### config.mk
export PLATFORM = sky130hd
export DESIGN_NAME = mc_fetch_planner
export DESIGN_NICKNAME = d
export VERILOG_FILES = /design/src/rtl/mcf_pkg.sv /design/src/rtl/mcf_row_ctr.sv /design/src/rtl/mcf_blk_seq.sv /design/src/rtl/mcf_axis_win.sv /design/src/rtl/mc_fetch_planner.sv
export SDC_FILE = /design/constraint.sdc
export NUM_CORES = 1
export LEC_CHECK = 0
export CORE_ASPECT_RATIO = 1.25
export CORE_UTILIZATION = 50
export CTS_BUF_LIST = sky130_fd_sc_hd__clkbuf_4
export DETAILED_ROUTE_END_ITERATION = 10
export GPL_TIMING_DRIVEN = 0
export HOLD_SLACK_MARGIN = 0.12
export PLACE_DENSITY = 0.76
export SKIP_LAST_GASP = 1
export SYNTH_ARGS = -nofsm -noshare
export SYNTH_HDL_FRONTEND = slang
export SYNTH_SLANG_ARGS = --single-unit
export TNS_END_PERCENT = 100
### constraint.sdc
create_clock -name clk -period 11.28 [get_ports clk]
set_input_delay 2.82 -clock clk [delete_from_list [all_inputs] [get_ports clk]]
set_output_delay 2.82 -clock clk [all_outputs]
set_load 0.02 [all_outputs]
### src/rtl/mcf_pkg.sv
package mcf_pkg;

  // Element blocks along one partition axis for a size code.
  function automatic logic [2:0] eb_count(input logic [1:0] sel);
    case (sel)
      2'b00:   eb_count = 3'd1;
      2'b01:   eb_count = 3'd2;
      default: eb_count = 3'd4;
    endcase
  endfunction

  // Pixels fetched along one axis by one element block.
  function automatic logic [3:0] fetch_span(input logic first, input logic frac);
    fetch_span = (first && frac) ? 4'd9 : 4'd4;
  endfunction

  // Filter taps needed before the block on a filtered axis.
  function automatic logic [2:0] lead_margin(input logic frac);
    lead_margin = frac ? 3'd2 : 3'd0;
  endfunction

  // Filter taps needed after the block on a filtered axis.
  function automatic logic [2:0] trail_margin(input logic frac);
    trail_margin = frac ? 3'd3 : 3'd0;
  endfunction

endpackage

### src/rtl/mcf_row_ctr.sv
module mcf_row_ctr #(
  parameter int RW = 4
) (
  input  logic          clk,
  input  logic          rst_n,
  input  logic          clear,
  input  logic          adv,
  input  logic [RW-1:0] limit,
  output logic [RW-1:0] row,
  output logic          last
);
  assign last = (row == limit - RW'(1));

  always_ff @(posedge clk or negedge rst_n) begin
    if (!rst_n)     row <= '0;
    else if (clear) row <= '0;
    else if (adv)   row <= last ? '0 : row + RW'(1);
  end
endmodule

### src/rtl/mcf_blk_seq.sv
module mcf_blk_seq #(
  parameter int IW = 3
) (
  input  logic          clk,
  input  logic          rst_n,
  input  logic          clear,
  input  logic          step,
  input  logic [IW-1:0] ncol,
  input  logic [IW-1:0] nrow,
  output logic [IW-1:0] col,
  output logic [IW-1:0] rowb,
  output logic          last_blk
);
  logic col_end;
  assign col_end  = (col == ncol - IW'(1));
  assign last_blk = col_end && (rowb == nrow - IW'(1));

  // Raster walk: column fastest, then next element row.
  always_ff @(posedge clk or negedge rst_n) begin
    if (!rst_n) begin
      col  <= '0;
      rowb <= '0;
    end else if (clear) begin
      col  <= '0;
      rowb <= '0;
    end else if (step) begin
      if (col_end) begin
        col  <= '0;
        rowb <= last_blk ? '0 : rowb + IW'(1);
      end else begin
        col <= col + IW'(1);
      end
    end
  end
endmodule

### src/rtl/mcf_axis_win.sv
module mcf_axis_win
  import mcf_pkg::*;
#(
  parameter int CW = 14,
  parameter int IW = 3
) (
  input  logic signed [CW-1:0] origin,
  input  logic [IW-1:0]        idx,
  input  logic                 frac,
  output logic signed [CW-1:0] first,
  output logic [3:0]           span,
  output logic                 reused
);
  logic signed [CW-1:0] blk_off;

  assign reused  = (idx != '0);
  assign span    = fetch_span(!reused, frac);
  assign blk_off = $signed({{(CW-IW-2){1'b0}}, idx, 2'b00});

  // First block starts at the leading taps; later blocks start past
  // the trailing taps already covered by the neighbour.
  always_comb begin
    if (reused) first = origin + blk_off + $signed({{(CW-3){1'b0}}, trail_margin(frac)});
    else        first = origin + blk_off - $signed({{(CW-3){1'b0}}, lead_margin(frac)});
  end
endmodule

### src/rtl/mc_fetch_planner.sv
module mc_fetch_planner
  import mcf_pkg::*;
#(
  parameter  int POS_W = 12,
  parameter  int MV_W  = 12,
  localparam int CW    = POS_W + 2
) (
  input  logic                 clk,
  input  logic                 rst_n,
  input  logic                 start,
  input  logic [1:0]           part_w_sel,
  input  logic [1:0]           part_h_sel,
  input  logic [POS_W-1:0]     pos_x,
  input  logic [POS_W-1:0]     pos_y,
  input  logic signed [MV_W-1:0] mv_x,
  input  logic signed [MV_W-1:0] mv_y,
  output logic                 req_valid,
  input  logic                 req_ready,
  output logic signed [CW-1:0] req_x,
  output logic signed [CW-1:0] req_y,
  output logic [3:0]           req_w,
  output logic                 reuse_left,
  output logic                 reuse_up,
  output logic                 busy,
  output logic                 done
);
  localparam int IW = 3;
  localparam int RW = 4;

  // Integer-pel origin: position plus floor(mv / 4).
  function automatic logic signed [CW-1:0] int_origin(
      input logic [POS_W-1:0] pos, input logic signed [MV_W-1:0] mv);
    logic signed [MV_W-1:0] whole;
    whole = mv >>> 2;
    int_origin = $signed({2'b00, pos}) + CW'(whole);
  endfunction

  logic                 busy_q, done_q, fx_q, fy_q;
  logic signed [CW-1:0] org_x_q, org_y_q;
  logic [IW-1:0]        ncol_q, nrow_q;

  // Named internal events for the checker.
  logic          take_start, fire, blk_step, part_end;
  logic [IW-1:0] col, rowb;
  logic          last_blk;
  logic [RW-1:0] row, row_limit;
  logic          row_last;
  logic signed [CW-1:0] x_first, y_first;
  logic [3:0]    x_span, y_span;
  logic          x_reused, y_reused;

  assign take_start = start && !busy_q;
  assign fire       = req_valid && req_ready;
  assign blk_step   = fire && row_last;
  assign part_end   = blk_step && last_blk;

  always_ff @(posedge clk or negedge rst_n) begin
    if (!rst_n) begin
      busy_q  <= 1'b0;
      done_q  <= 1'b0;
      fx_q    <= 1'b0;
      fy_q    <= 1'b0;
      org_x_q <= '0;
      org_y_q <= '0;
      ncol_q  <= IW'(1);
      nrow_q  <= IW'(1);
    end else begin
      done_q <= part_end;
      if (take_start) begin
        busy_q  <= 1'b1;
        fx_q    <= (mv_x[1:0] != 2'b00);
        fy_q    <= (mv_y[1:0] != 2'b00);
        org_x_q <= int_origin(pos_x, mv_x);
        org_y_q <= int_origin(pos_y, mv_y);
        ncol_q  <= eb_count(part_w_sel);
        nrow_q  <= eb_count(part_h_sel);
      end else if (part_end) begin
        busy_q <= 1'b0;
      end
    end
  end

  mcf_blk_seq #(.IW(IW)) u_blk (
    .clk(clk), .rst_n(rst_n), .clear(take_start), .step(blk_step),
    .ncol(ncol_q), .nrow(nrow_q), .col(col), .rowb(rowb), .last_blk(last_blk)
  );

  mcf_axis_win #(.CW(CW), .IW(IW)) u_xwin (
    .origin(org_x_q), .idx(col), .frac(fx_q),
    .first(x_first), .span(x_span), .reused(x_reused)
  );

  mcf_axis_win #(.CW(CW), .IW(IW)) u_ywin (
    .origin(org_y_q), .idx(rowb), .frac(fy_q),
    .first(y_first), .span(y_span), .reused(y_reused)
  );

  assign row_limit = y_span;

  mcf_row_ctr #(.RW(RW)) u_row (
    .clk(clk), .rst_n(rst_n), .clear(take_start), .adv(fire),
    .limit(row_limit), .row(row), .last(row_last)
  );

  assign req_valid  = busy_q;
  assign req_x      = x_first;
  assign req_y      = y_first + $signed({{(CW-RW){1'b0}}, row});
  assign req_w      = x_span;
  assign reuse_left = x_reused;
  assign reuse_up   = y_reused;
  assign busy       = busy_q;
  assign done       = done_q;
endmodule

==> impl_metrics.env, run 1 <==
export IMPL_hold_start="org_x_q[4]"
export IMPL_clockRootBuffer="clkbuf_4"
export IMPL_ant_nets=0
export IMPL_place_ws_ps=4250
export IMPL_cts_repair_resized=0
export IMPL_drt_total_wl_um=11900
export IMPL_cts_buffers=5
export IMPL_post_route_period_util_pct=66.0
export IMPL_synthesis_nets=751
export IMPL_post_dp_hpwl_um=10000
export IMPL_r2r_slack_ps=8790
export IMPL_synth_cells=619
export IMPL_ff_latch_area_mm2=0.00120
export IMPL_viasPerCell=5.59
export IMPL_cts_tree="yes"
export IMPL_post_route_cell_area_mm2=0.00639
export IMPL_critPathArrivalTime_ps=4630
export IMPL_area_growth_pct=22.9
export IMPL_placed_cell_area_mm2=0.00628
export IMPL_fmax_mhz=134
export IMPL_rsz0062_at_grt="no"
export IMPL_reg2reg_from="u_blk.rowb[1]"
export IMPL_syn_avg_cell_area_um2=8.39
export IMPL_period_needed_ps=7450
export IMPL_overflow=0
export IMPL_status="finished clean"
export IMPL_worst_slew_pin_slew_ps=653
export IMPL_nFillCells=877
export IMPL_gp_congestion=0.825
export IMPL_ys_top_cells_by_area="dfrtp_1, ha_1, xnor2_1"
export IMPL_synth_edff_count=0
export IMPL_drive_above_1_share_pct=4.87
export IMPL_n_antenna_cell=0
export IMPL_fin_ws_ps=3830
export IMPL_min_to="org_x_q[4]"
export IMPL_fin_worst_skew_ps=28.3
export IMPL_firstDrtPassIters=4
export IMPL_ys_ff_latch=48
export IMPL_clkTransAtPathRegs_ps=160
export IMPL_hold_buffers=0
export IMPL_max_cap_violations=0
export IMPL_synth_top_cell_area_share_pct=22.2
export IMPL_hold_path_depth=2
export IMPL_cts_setup_buffers=0
export IMPL_clock_sinks=48
export IMPL_ios=93
export IMPL_r2r_end="u_blk.rowb[2]"
export IMPL_grt_pass1_vias=4822
export IMPL_num_vias=4740
export IMPL_wire_per_inst_um=14.1
export IMPL_seq_area_frac_synth_pct=23.2
export IMPL_relSlewSlack_pct=55.4
export IMPL_synth_ff_type="dfrtp_1"
export IMPL_die_h_um=116
export IMPL_fin_nets=850
export IMPL_min_path_type="reg -> reg"
export IMPL_cp_start_kind="flop"
export IMPL_clk_latency_ps=400
export IMPL_crit_type="reg -> out"
export IMPL_drt_initial_drc_count=171
export IMPL_die_area_mm2=0.0108
export IMPL_yosysWarnings=0
export IMPL_rr_worst_depth=10
export IMPL_grt_pass1_wl_um=20300
export IMPL_synth_distinct_cells=65
export IMPL_die_w_um=93.2
export IMPL_hold_violations=0
export IMPL_tns_ps=0
export IMPL_netlist_area_mm2=0.00520
export IMPL_track_usage_pct=23.5
export IMPL_crit_fanout=11
export IMPL_rows=41
export IMPL_antenna_found_initial=0
export IMPL_grt_max_degree=30
export IMPL_multi_input_area_mm2=0.00378
export IMPL_initial_core_util_pct=51.4
export IMPL_core_area_mm2=0.0101
export IMPL_async_flop_share_pct=100
export IMPL_setup_viol=0
export IMPL_slew_violations=0
export IMPL_cts_path_max_buffers=2
export IMPL_final_cell_mix="clkdlybuf4s50_1, nand2_1, ha_1"
export IMPL_synth_top_area_cell="dfrtp_1"
export IMPL_cp_required_ps=8460
export IMPL_htree_levels=2
export IMPL_final_common_cell="clkdlybuf4s50_1"
export IMPL_critPathCaptureType="primary output"
export IMPL_drc_errors=0
export IMPL_io_buffer_count=91
## area by class of cell
class,count,area share (%)
inverter,40,2.35
clock inverter,2,0.940
sequential,48,18.8
buffer,13,0.960
multi-input combinational,518,59.2
timing repair buffer,92,14.5
tap,129,2.53
clock buffer,6,0.705
## metrics by stage
| step | hold WS (ps) | instances | utilization (%) |
|---|---|---|---|
| 2_1_floorplan | 445 | 619 | - |
| 3_3_place_gp | 462 | 839 | 62.0 |
| 3_5_place_dp | 464 | 840 | 62.2 |
| 4_1_cts | 500 | 848 | 63.2 |
| 5_1_grt | 519 | 848 | 63.2 |
| 6_report | 499 | 848 | 63.2 |
## cell usage after synthesis, types with 9 or more instances
cell type   n
nor2b_1    13
a21oi_1    38
xor2_1     31
nor3_1     14
dfrtp_1    46
nor2_1     34
inv_1      40
o21ai_0    42
clkbuf_1    9
a21o_1     19
nand2b_1   10
ha_1       69
nand3_1    14
nand2_1    73
xnor2_1    50
o21ai_1    12
## layer usage
metal | share of wire, % | global-route usage (%) | vias up
met5 | 0 | 0 | -
met4 | 2.6 | 9.33 | 0
met3 | 3.9 | 3.67 | 26
met2 | 56 | 48.2 | 113
met1 | 38 | 22.9 | 2233
li1 | - | - | 2368
## flip-flops by register name (all words and copies together) (netlist names)
signal      count
org_y_q        14
org_x_q        14
ncol_q          3
busy            1
fy_q            1
fx_q            1
u_blk.col       3
u_blk.rowb      3
u_row.row       4
done            1
nrow_q          3
## worst max path at each step
stage,end,cells past startpoint,start
floorplan,req_y[13],12,u_blk.rowb[0]
global placement,req_y[13],14,u_blk.rowb[1]
detailed placement,req_y[12],14,u_blk.rowb[1]
CTS,req_y[12],14,u_blk.rowb[1]
global route,req_y[13],13,u_blk.rowb[1]
finish,req_y[12],14,u_blk.rowb[1]
## cell families (layout without fill, tap and decap cells)
family                     after synthesis  in the layout  share of synthesized area, %
AOI/OAI and AO/OA                      158            158                          19.3
DFF                                     48             48                          23.2
and+or+nand+nor                        197            197                          19.4
xor gates and xnor gates                81             81                          13.7
adders and majority gates               76             76                          19.3
buffers and inverters                   53            153                          4.07
other                                    1              1                        0.0722
muxes                                    5              5                          1.01
## worst max-delay path: stages (launching register included)
cell and delay [ps]:
dfrtp_1 540, inv_1 70, ha_1 210, nand3b_1 260
inv_1 260, ha_1 470, or4_4 510, o21ai_2 70
a31oi_2 70, or4b_1 520, and3_4 190, nor2_4 130
nand4_1 140, xnor2_1 160, clkdlybuf4s50_1 610
Power of run 1 is not shown: default switching activity piles up to over one toggle a cycle in this logic, so the estimate is an artifact.
==> run 2: changes to the inputs <==
Clock period 11.28 ns to 7.61 ns, I/O delays scaled along.
==> results of run 2 <==
Same layout as run 1 (identical final DEF). Status: finished clean.
Among the figures that moved: setup slack after placement 4250 ps -> 1490 ps; setup slack after layout 3830 ps -> 1080 ps; register-to-register setup slack 8790 ps -> 5120 ps
Power of run 2 is left out for the same reason.
